<file path="config.mk">
export PLATFORM = sky130hd
export DESIGN_NAME = xfer_fifo
export DESIGN_NICKNAME = d
export VERILOG_FILES = /design/src/rtl/xfer_fifo_pkg.sv /design/src/rtl/xfer_fifo_dp.sv /design/src/rtl/xfer_fifo_ctrl.sv /design/src/rtl/xfer_fifo.sv
export SDC_FILE = /design/constraint.sdc
export NUM_CORES = 1
export LEC_CHECK = 0
export ABC_AREA = 1
export BUFFER_PORTS_ARGS = -buffer_cell sky130_fd_sc_hd__buf_2
export CAP_MARGIN = 20
export CORE_MARGIN = 2
export CORE_UTILIZATION = 55
export CTS_CLUSTER_SIZE = 12
export DETAILED_ROUTE_END_ITERATION = 8
export PLACE_DENSITY = 0.81
export SLEW_MARGIN = 15
export SYNTH_ARGS = -nofsm -noshare
export SYNTH_HDL_FRONTEND = slang
export SYNTH_SLANG_ARGS = --single-unit
</file>
<file path="constraint.sdc">
create_clock -name clk -period 3.6 [get_ports clk]
set_input_delay 0.54 -clock clk [delete_from_list [all_inputs] [get_ports clk]]
set_output_delay 0.54 -clock clk [all_outputs]
set_load 0.05 [all_outputs]
</file>
<file path="src/rtl/xfer_fifo_pkg.sv">
package xfer_fifo_pkg;
  typedef struct packed {
    logic push;
    logic pop;
    logic flush;
    logic start;
  } fifoStrobes_t;
endpackage

</file>
<file path="src/rtl/xfer_fifo_dp.sv">
module xfer_fifo_dp
  import xfer_fifo_pkg::*;
#(
  parameter int DATA_W = 8,
  parameter int DEPTH  = 32,
  parameter int CNT_W  = $clog2(DEPTH) + 1
) (
  input  logic              clk,
  input  logic              rstN,
  input  fifoStrobes_t      strobe,
  input  logic [DATA_W-1:0] pushData,
  input  logic              xferDone,
  output logic [DATA_W-1:0] popData,
  output logic [CNT_W-1:0]  fillCount,
  output logic [CNT_W-1:0]  peakCount,
  output logic              isEmpty,
  output logic              isFull,
  output logic              lowReq,
  output logic              highReq
);
  localparam int PTR_W = $clog2(DEPTH);
  localparam logic [CNT_W-1:0] LOW_MARK  = CNT_W'(DEPTH / 4);
  localparam logic [CNT_W-1:0] HIGH_MARK = CNT_W'((3 * DEPTH) / 4);
  localparam logic [CNT_W-1:0] FULL_CNT  = CNT_W'(DEPTH);
  localparam logic [PTR_W-1:0] LAST_PTR  = PTR_W'(DEPTH - 1);

  logic [DATA_W-1:0] store [DEPTH];
  logic [PTR_W-1:0]  wrPtr, rdPtr;
  logic [CNT_W-1:0]  countNext;
  logic              doWrite, doRead;

  assign doWrite = strobe.push && !strobe.flush;
  assign doRead  = strobe.pop  && !strobe.flush;

  always_comb begin
    if (strobe.flush) countNext = '0;
    else countNext = fillCount + {{(CNT_W-1){1'b0}}, doWrite}
                               - {{(CNT_W-1){1'b0}}, doRead};
  end

  always_ff @(posedge clk) begin
    if (doWrite) store[wrPtr] <= pushData;
  end

  always_ff @(posedge clk) begin
    if (!rstN) begin
      wrPtr     <= '0;
      rdPtr     <= '0;
      fillCount <= '0;
      peakCount <= '0;
    end else begin
      if (strobe.flush) begin
        wrPtr <= '0;
        rdPtr <= '0;
      end else begin
        if (doWrite) wrPtr <= (wrPtr == LAST_PTR) ? '0 : wrPtr + 1'b1;
        if (doRead)  rdPtr <= (rdPtr == LAST_PTR) ? '0 : rdPtr + 1'b1;
      end
      fillCount <= countNext;
      if (strobe.start)            peakCount <= countNext;
      else if (countNext > peakCount) peakCount <= countNext;
    end
  end

  assign popData = store[rdPtr];
  assign isEmpty = (fillCount == '0);
  assign isFull  = (fillCount == FULL_CNT);
  assign lowReq  = (fillCount < LOW_MARK);
  assign highReq = (fillCount >= HIGH_MARK) || (xferDone && !isEmpty);

  // occupancy never exceeds the depth
  p_count_bound_r5: assert property (@(posedge clk) disable iff (!rstN)
    fillCount <= FULL_CNT);
  // peak never below the current occupancy
  p_peak_ge_count_r8: assert property (@(posedge clk) disable iff (!rstN)
    peakCount >= fillCount);
  // a clear leaves the queue empty
  p_flush_empties_r11: assert property (@(posedge clk) disable iff (!rstN)
    strobe.flush |=> (fillCount == '0));
  // idle cycle keeps occupancy
  p_idle_holds_r2: assert property (@(posedge clk) disable iff (!rstN)
    (!strobe.push && !strobe.pop && !strobe.flush) |=> $stable(fillCount));
  // the control never stores into a full queue
  p_no_overflow_r6: assert property (@(posedge clk) disable iff (!rstN)
    strobe.push |-> !isFull);
  // the control never reads an empty queue
  p_no_underflow_r6: assert property (@(posedge clk) disable iff (!rstN)
    strobe.pop |-> !isEmpty);
endmodule

</file>
<file path="src/rtl/xfer_fifo_ctrl.sv">
module xfer_fifo_ctrl
  import xfer_fifo_pkg::*;
#(
  parameter int PAD_W = 2
) (
  input  logic             clk,
  input  logic             rstN,
  input  logic             pushEn,
  input  logic             popEn,
  input  logic             xferStart,
  input  logic             xferWrite,
  input  logic [PAD_W-1:0] padCfg,
  input  logic             clearCmd,
  input  logic             errClr,
  input  logic             isEmpty,
  input  logic             isFull,
  output fifoStrobes_t     strobe,
  output logic             popReady,
  output logic             accessErr
);
  logic             dirWrite;
  logic [PAD_W-1:0] dropLeft;
  logic             padPending, dropping, skipping;
  logic             pushSkip, pushStore, pushBad;
  logic             dropPop, userPop, popBad;

  assign padPending = (dropLeft != '0);
  assign dropping   = dirWrite && padPending;
  assign skipping   = !dirWrite && padPending;

  assign pushSkip  = pushEn && skipping;
  assign pushStore = pushEn && !skipping && !isFull;
  assign pushBad   = pushEn && !skipping && isFull;

  assign dropPop = dropping && !isEmpty;
  assign userPop = popEn && !dropping && !isEmpty;
  assign popBad  = popEn && isEmpty;

  always_comb begin
    strobe.push  = pushStore;
    strobe.pop   = dropPop || userPop;
    strobe.flush = clearCmd;
    strobe.start = xferStart;
  end

  assign popReady = !isEmpty && !dropping;

  always_ff @(posedge clk) begin
    if (!rstN) begin
      dirWrite  <= 1'b1;
      dropLeft  <= '0;
      accessErr <= 1'b0;
    end else begin
      if (xferStart) begin
        dirWrite <= xferWrite;
        dropLeft <= padCfg;
      end else if (dropPop || pushSkip) begin
        dropLeft <= dropLeft - 1'b1;
      end
      if (pushBad || popBad) accessErr <= 1'b1;
      else if (errClr)       accessErr <= 1'b0;
    end
  end

  // push into a full queue flags the error
  p_push_full_err_r6: assert property (@(posedge clk) disable iff (!rstN)
    (pushEn && isFull && !skipping) |=> accessErr);
  // pop from an empty queue flags the error
  p_pop_empty_err_r6: assert property (@(posedge clk) disable iff (!rstN)
    (popEn && isEmpty) |=> accessErr);
  // clear with no new illegal access drops the error
  p_err_clear_r7: assert property (@(posedge clk) disable iff (!rstN)
    (errClr && !(pushEn && isFull) && !(popEn && isEmpty)) |=> !accessErr);
  // error is sticky without a clear
  p_err_sticky_r7: assert property (@(posedge clk) disable iff (!rstN)
    (accessErr && !errClr) |=> accessErr);
  // ready only with data present
  p_ready_has_data_r9: assert property (@(posedge clk) disable iff (!rstN)
    popReady |-> !isEmpty);
endmodule

</file>
<file path="src/rtl/xfer_fifo.sv">
module xfer_fifo
  import xfer_fifo_pkg::*;
#(
  parameter int DATA_W = 8,
  parameter int DEPTH  = 32,
  parameter int PAD_W  = 2,
  parameter int CNT_W  = $clog2(DEPTH) + 1
) (
  input  logic              clk,
  input  logic              rstN,
  input  logic              pushEn,
  input  logic [DATA_W-1:0] pushData,
  input  logic              popEn,
  output logic [DATA_W-1:0] popData,
  output logic              popReady,
  input  logic              xferStart,
  input  logic              xferWrite,
  input  logic [PAD_W-1:0]  padCfg,
  input  logic              xferDone,
  input  logic              clearCmd,
  input  logic              errClr,
  output logic              txReq,
  output logic              rxReq,
  output logic              txHasRoom,
  output logic              rxHasData,
  output logic              txEmpty,
  output logic              rxFull,
  output logic              accessErr,
  output logic [CNT_W-1:0]  fillCount,
  output logic [CNT_W-1:0]  peakCount
);
  fifoStrobes_t strobe;
  logic isEmpty, isFull;

  xfer_fifo_ctrl #(.PAD_W(PAD_W)) ctrl_i (
    .clk(clk), .rstN(rstN), .pushEn(pushEn), .popEn(popEn),
    .xferStart(xferStart), .xferWrite(xferWrite), .padCfg(padCfg),
    .clearCmd(clearCmd), .errClr(errClr), .isEmpty(isEmpty), .isFull(isFull),
    .strobe(strobe), .popReady(popReady), .accessErr(accessErr)
  );

  xfer_fifo_dp #(.DATA_W(DATA_W), .DEPTH(DEPTH), .CNT_W(CNT_W)) dp_i (
    .clk(clk), .rstN(rstN), .strobe(strobe), .pushData(pushData),
    .xferDone(xferDone), .popData(popData), .fillCount(fillCount),
    .peakCount(peakCount), .isEmpty(isEmpty), .isFull(isFull),
    .lowReq(txReq), .highReq(rxReq)
  );

  assign txHasRoom = !isFull;
  assign rxHasData = !isEmpty;
  assign txEmpty   = isEmpty;
  assign rxFull    = isFull;
endmodule

</file>
==> out/results.ini, run 1 <==
[yosys]
syn-instance-count = 1174
synthTopCellsByCount = 415 x nand2_1, 256 x edfxtp_1, 214 x nand3_1
synth.most_common_cell = nand2_1
synth_top_area_share_pct = 62.2
synth_area_mm2 = 0.0124
ys_ff_latch = 287
syn-num-nets = 1220
synthFlopType = edfxtp_1
ys_types = 28
syn_area_per_cell_um2 = 10.5
synth_area_leaders = edfxtp_1 62%, nand2_1 13%, nand3_1 8.7%
yosysTopAreaCell = edfxtp_1
synth_seq_area_share_pct = 67.2
synth_edf_count = 256
yosysWarnings = 0
synthArstFlopShare_pct = 0

[floorplanning]
die_area_mm2 = 0.0237
io_pins = 47
row_count = 54
die_w_um = 154
start_util_pct = 56.3
core_area_mm2 = 0.0220
die_h_um = 154

[routing]
vias = 8621
drt-initial-drc-count = 949
via_per_inst = 5.72
drc = 0
dr.pass1.iters = 6
wirelength_um = 28100
ant_nets = 0
wl_per_cell_um = 18.6

[cells_and_area]
syn_to_final_growth_pct = 11.3
final_area_mm2 = 0.0138
num-fill-cells = 1688
antenna_cells = 0
drive_gt1_share_pct = 10.7
final_nets = 1258

[clock_tree]
clock-sinks = 287
numCtsBuffers = 29
cts_hold_buf = 0
worstSkewPairLatency_ns = 0.54
htreeDepth = 1
clkTransAtPathRegs_ns = 0.06
cts_root_buf = clkbuf_16
cts_tree = built
cts_buffer_depth = 3

[setup_path]
cp_max_fo = 8
cp.arrival_ns = 3.84
slowest_stage = fa_2
endpoint_kind = register
slowest_delay_ns = 0.36
path_class = reg2reg
start_kind = register
setup.worst_path.start = ctrl_i.dropLeft[0]$_SDFFE_PN0P_
cpMostUsedCell = inv_1
cp.required_ns = 4.07
reg2reg_from = ctrl_i.dropLeft[0]$_SDFFE_PN0P_

[power_and_ir_drop]
ir_drop_mv = 0.916
p_per_area_mw_per_mm2 = 675
power_w = 0.00929
p_leak_nw = 5.30

[place]
dp_slack_ns = -0.0509
place_congestion = 0.873
port_buffers = 46
detailedPlacementHpwl_um = 17100
post_dp_cell_area_mm2 = 0.0128

[grt]
grt_max_degree = 81
grt_first_pass_wirelength_um = 44600
grt_pass1_vias = 8431
overflow = 0
antenna_found_initial = 0
track_usage_pct = 24.0

[sta]
setup_ws_ns = 0.236
finClkSkew_ns = 0.0110
setup_viol = 0
worstMarginPinSlew_ns = 0.793
final_hold_viol_count = 0
drv_slew = 0
maxSlewHeadroom_pct = 47.0
fmax_ghz = 0.297
fin_crit_sh_pct = 93.5
min_period_ns = 3.36

[worst_hold_path]
worstHoldStart = xferWrite
hold_class = in2reg

[run]
maxCapViolCount = 0

[status]
status = finished clean

[logic make-up after synthesis]
group / count (synthesis) / synth area share, %
AO/OA/AOI/OAI: 27 / 1.16
XOR/XNOR: 1 / 0.0709
adder cells (fa/ha/maj): 27 / 2.79
buffers and inverters: 116 / 4.34
flip-flops: 287 / 67.2
AND/OR/NAND/NOR: 716 / 24.4
[critical path, delay by kind of cell, from the launching register on]
kind | cells | cell delay (ns)
DFF | 1 | 0.32
AOI/OAI and AO/OA | 1 | 0.15
and+or+nand+nor | 14 | 1.11
buffers and inverters | 8 | 0.48
adders and majority gates | 5 | 1.23
[final timing paths]
check / slack [ns] / cells past startpoint / to
max: 0.24 / 28 / dp_i.peakCount[2]$_SDFFE_PN0P_
min: 0.23 / 3 / ctrl_i.dirWrite$_SDFFE_PN1P_
max reg2reg: 0.24 / 28 / dp_i.peakCount[2]$_SDFFE_PN0P_
min reg2reg: 0.50 / 2 / ctrl_i.dropLeft[0]$_SDFFE_PN0P_
[placed cells by master (no fill, tap or decap), types with 10 or more instances in the layout]
cell	Yosys	routed
nor2_1	67	66
clkbuf_1	9	10
inv_1	55	54
edfxtp_1	256	256
buf_2	24	46
nand2_1	415	411
o21ai_0	11	11
dfxtp_1	31	25
buf_4	17	11
a21oi_1	13	12
clkbuf_16	0	29
ha_1	26	23
nor3_1	10	10
nand3_1	214	210
[power by group]
part / internal [W] / total, W / switching (W)
sequential: 0.00372 / 0.00381 / 0.0000909
combinational: 0.000756 / 0.00267 / 0.00192
clock: 0.00165 / 0.00281 / 0.00116
[layer usage]
metal | part of all wire [%] | track usage (%) | routed length [um] | vias up
met1 | 40 | 32.8 | 11300 | 4092
met5 | 0 | 0 | 0 | -
met2 | 48 | 39.4 | 13500 | 412
met3 | 8.8 | 3.83 | 2480 | 68
li1 | - | - | - | 4049
met4 | 3.0 | 8.59 | 839 | 0
[through the flow]
stage               hold WS, ns  TNS [ns]  util (%)  std cells
detailed placement        0.484    -0.178      58.3       1460
global route              0.225   -0.0753      62.7       1508
floorplan                 0.451         0         -       1174
global placement          0.460         0      58.3       1460
CTS                       0.204         0      62.3       1507
finish                    0.226         0      62.7       1508
[layout make-up]
class	instances	area, um^2	share of cell area, %
Sequential cell	287	8320	60.4
Multi-Input combinational cell	771	3600	26.2
Clock buffer	41	791	5.75
Timing Repair Buffer	61	388	2.82
Tap cell	280	350	2.55
Inverter	62	236	1.72
Clock inverter	6	77.6	0.564
[repair_timing]
action                     in CTS  in global routing
pin swaps                       2                  6
setup endpoints to repair       4                  6
gates resized for setup         3                 17
buffers inserted                0                  0
[sequential cells by signal (all words and copies together) (netlist names), named ones only]
signal            cells
dp_i.wrPtr            5
dp_i.store          256
dp_i.peakCount        6
ctrl_i.dropLeft       2
ctrl_i.accessErr      1
dp_i.rdPtr            5
dp_i.fillCount        6
ctrl_i.dirWrite       1
(Power assumes the default switching activity.)
==> inputs of run 2 (changes only) <==
SYNTH_HIERARCHICAL = 1   (was not set)
==> run 2 against run 1 <==
Non-clock buffer count increased by 3; synthesized area grew 0.95%; sequential share of layout area is essentially flat; fmax is 1.4% higher; setup slack improved by 0.046 ns; clock-buffer cell count is 4 higher; die area increased by 0.93%; clock power about the same; cell area rose by 0.10%; synthesized cell count grew 0.34%; routed wire length is 2.1% lower.
==> out/results.ini, run 2 <==
[routing]
drt-initial-drc-count = 881  ; was 949
via_per_inst = 5.66  ; was 5.72
wl_met1_um = 11200  ; was 11300 um
dr.pass1.iters = 5  ; was 6
wirelength_um = 27500  ; was 28100 um
drc = 0  ; unchanged
highest_layer = met4  ; unchanged
wl_per_cell_um = 18.1  ; was 18.6 um
wl_met3_um = 2270  ; was 2480 um
ant_nets = 0  ; unchanged
vias = 8599  ; was 8621
wl_met2_um = 13400  ; was 13500 um

[yosys]
syn-num-nets = 1223  ; was 1220
ys_ff_latch = 287  ; unchanged
synth_edf_count = 256  ; unchanged
synth_area_leaders = edfxtp_1 62%, nand2_1 12%, nand3_1 8.7%  ; was edfxtp_1 62%, nand2_1 13%, nand3_1 8.7%
yosysTopAreaCell = edfxtp_1  ; unchanged
synth_seq_area_share_pct = 66.6  ; was 67.2%
synthFlopType = edfxtp_1  ; unchanged
synth_area_mm2 = 0.0125  ; was 0.0124 mm^2
synthArstFlopShare_pct = 0  ; unchanged
ys_types = 29  ; was 28
syn_area_per_cell_um2 = 10.6  ; was 10.5 um^2
synth.most_common_cell = nand2_1  ; unchanged
syn-instance-count = 1178  ; was 1174
yosysWarnings = 6  ; was 0
synthTopCellsByCount = 404 x nand2_1, 256 x edfxtp_1, 217 x nand3_1  ; was 415 x nand2_1, 256 x edfxtp_1, 214 x nand3_1
synth_top_area_share_pct = 61.6  ; was 62.2%

[setup_path]
rrSetupSlack_ns = 0.28  ; was 0.24 ns
cp.arrival_ns = 3.79  ; was 3.84 ns
reg2reg_from = dp_i/fillCount[3]$_SDFF_PN0_  ; was ctrl_i.dropLeft[0]$_SDFFE_PN0P_
path_class = reg2reg  ; unchanged
cp.required_ns = 4.07  ; about the same
slowest_stage = fa_2  ; unchanged
r2r-end = dp_i/peakCount[3]$_SDFFE_PN0P_  ; was dp_i.peakCount[2]$_SDFFE_PN0P_
start_kind = register  ; unchanged
endpoint_kind = register  ; unchanged
slowest_delay_ns = 0.38  ; was 0.36 ns
cp_max_fo = 6  ; was 8
cpMostUsedCell = nand2_1  ; was inv_1
worst-r2r-cell-count = 25  ; was 28

[sta]
finClkSkew_ns = 0.0108  ; was 0.0110 ns
worstMarginPinSlew_ns = 0.795  ; was 0.793 ns
drv_slew = 0  ; unchanged
final_hold_viol_count = 0  ; unchanged
setup_viol = 0  ; unchanged
fin_crit_sh_pct = 92.2  ; was 93.5%
fmax_ghz = 0.301  ; was 0.297 GHz
maxSlewHeadroom_pct = 46.8  ; was 47.0%
tns_ns = 0  ; unchanged
rsz0062_at_grt = false
min_period_ns = 3.32  ; was 3.36 ns

[cells_and_area]
largest_reg_flops = 256  ; unchanged
regArea_mm2 = 0.00833  ; was 0.00832 mm^2
layout_commonest_cell = nand2_1  ; unchanged
mostFrequentLayoutCells = 401 x nand2_1, 256 x edfxtp_1, 215 x nand3_1  ; was 411 x nand2_1, 256 x edfxtp_1, 210 x nand3_1
syn_to_final_growth_pct = 10.4  ; was 11.3%
multi_input_area_mm2 = 0.00360  ; about the same
drive_gt1_share_pct = 10.6  ; was 10.7%
num-fill-cells = 1737  ; was 1688
antenna_cells = 0  ; unchanged
top_register = dp_i/store  ; was dp_i.store
final_nets = 1262  ; was 1258
reg_top3 = dp_i/store: 256 flops, dp_i/fillCount: 6 flops, dp_i/peakCount: 6 flops  ; was dp_i.store: 256 flops, dp_i.fillCount: 6 flops, dp_i.peakCount: 6 flops
post-route-util_pct = 61.4  ; was 62.7%

[floorplanning]
core_area_mm2 = 0.0224  ; was 0.0220 mm^2
die_w_um = 155  ; was 154 um
io_pins = 47  ; unchanged
die_h_um = 155  ; was 154 um
row_count = 55  ; was 54
start_util_pct = 55.6  ; was 56.3%
die_area_mm2 = 0.0239  ; was 0.0237 mm^2

[clock_tree]
cts_buffer_depth = 3  ; unchanged
htreeDepth = 1  ; unchanged
worstSkewPairLatency_ns = 0.54  ; about the same
cts_hold_buf = 0  ; unchanged
cts_tree = built  ; unchanged
cts_root_buf = clkbuf_16  ; unchanged
clock-sinks = 287  ; unchanged
clkTransAtPathRegs_ns = 0.06  ; about the same
numCtsBuffers = 29  ; unchanged

[grt]
grt_pass1_vias = 8459  ; was 8431
grt_first_pass_wirelength_um = 43500  ; was 44600 um
antenna_found_initial = 0  ; unchanged
track_usage_pct = 23.3  ; was 24.0%
overflow = 0  ; unchanged
grt_max_degree = 89  ; was 81

[power_and_ir_drop]
p_per_area_mw_per_mm2 = 684  ; was 675 mW/mm^2
pwr-share-comb_pct = 29.8  ; was 28.8%
pwr-share-seq_pct = 40.5  ; was 41.0%
intPower_w = 0.00619  ; was 0.00612 W
p_switching_w = 0.00323  ; was 0.00317 W
power_frac_clock_pct = 29.7  ; was 30.2%
p_sw_share_pct = 34.3  ; was 34.1%
p_leak_nw = 5.25  ; was 5.30 nW
power_w = 0.00942  ; was 0.00929 W
ir_drop_mv = 0.934  ; was 0.916 mV

[place]
place_congestion = 0.933  ; was 0.873
detailedPlacementHpwl_um = 16600  ; was 17100 um
port_buffers = 46  ; unchanged

[worst_hold_path]
hold_class = in2reg  ; unchanged
min_to = ctrl_i/dirWrite$_SDFFE_PN1P_  ; was ctrl_i.dirWrite$_SDFFE_PN1P_
hold_depth = 3  ; unchanged
worstHoldStart = xferWrite  ; unchanged

[run]
maxCapViolCount = 0  ; unchanged

[status]
status = finished clean  ; unchanged

run 2: critical path: cells and delay by family (launching register included):
family | cells | cell delay (ns)
simple gates | 16 | 1.41
fa+ha+maj | 4 | 1.03
buf+inv | 4 | 0.37
flops | 1 | 0.36
compound gates | 1 | 0.07
run 2: area by class of cell:
class	instances	area share, %
clock inverter	4	0.490
clock buffer	45	5.85
multi-input combinational	775	26.2
timing repair buffer	64	2.83
tap	285	2.59
inverter	60	1.64
sequential	287	60.4
run 2: routing by layer:
layer	GRT usage, %	up-vias
met2	39.9	382
li1	-	4080
met5	0	-
met4	8.20	0
met1	30.2	4079
met3	4.12	58
run 2: worst max path at each step:
stage | start | end | slack, ns | cells after the start
4_1_cts | dp_i/fillCount[4]$_SDFF_PN0_ | dp_i/peakCount[2]$_SDFFE_PN0P_ | 0.09 | 26
2_1_floorplan | dp_i/fillCount[3]$_SDFF_PN0_ | dp_i/peakCount[4]$_SDFFE_PN0P_ | 0.004 | 27
6_report | dp_i/fillCount[3]$_SDFF_PN0_ | dp_i/peakCount[3]$_SDFFE_PN0P_ | 0.28 | 25
5_1_grt | dp_i/fillCount[3]$_SDFF_PN0_ | dp_i/peakCount[4]$_SDFFE_PN0P_ | 0.01 | 25
3_5_place_dp | dp_i/fillCount[4]$_SDFF_PN0_ | dp_i/peakCount[2]$_SDFFE_PN0P_ | 0.15 | 26
3_3_place_gp | dp_i/fillCount[3]$_SDFF_PN0_ | dp_i/peakCount[4]$_SDFFE_PN0P_ | 0.26 | 26
run 2: what timing repair did:
| action | in CTS | in global routing |
|---|---|---|
| resized for setup | 0 | 14 |
| buffers inserted | 0 | 2 |
| endpoints found under the setup margin | 0 | 6 |
run 2: power by group through the flow:
| stage | sequential [W] | combinational, W | clock, W |
|---|---|---|---|
| floorplan | 0.00397 | 0.00204 | 0 |
| global placement | 0.00388 | 0.00259 | 0 |
| detailed placement | 0.00389 | 0.00265 | 0 |
| CTS | 0.00382 | 0.00267 | 0.00284 |
| global route | 0.00383 | 0.00311 | 0.00297 |
| finish | 0.00382 | 0.00281 | 0.00279 |
run 2: kinds of logic after synthesis:
group / after synthesis / share of synthesized area, %
simple gates: 720 / 24.2
compound gates: 28 / 1.28
xor+xnor: 1 / 0.0702
fa+ha+maj: 26 / 2.67
flops: 287 / 66.6
buf+inv: 116 / 5.20
run 2: per-stage QoR:
step,std cells,hold slack (ns),setup slack [ns],instance area [um^2]
2_1_floorplan,1178,0.474,0.00387,12500
3_3_place_gp,1469,0.484,0.255,12800
3_5_place_dp,1469,0.511,0.147,12800
4_1_cts,1518,0.198,0.0862,13700
5_1_grt,1520,0.212,0.0117,13800
6_report,1520,0.215,0.282,13800
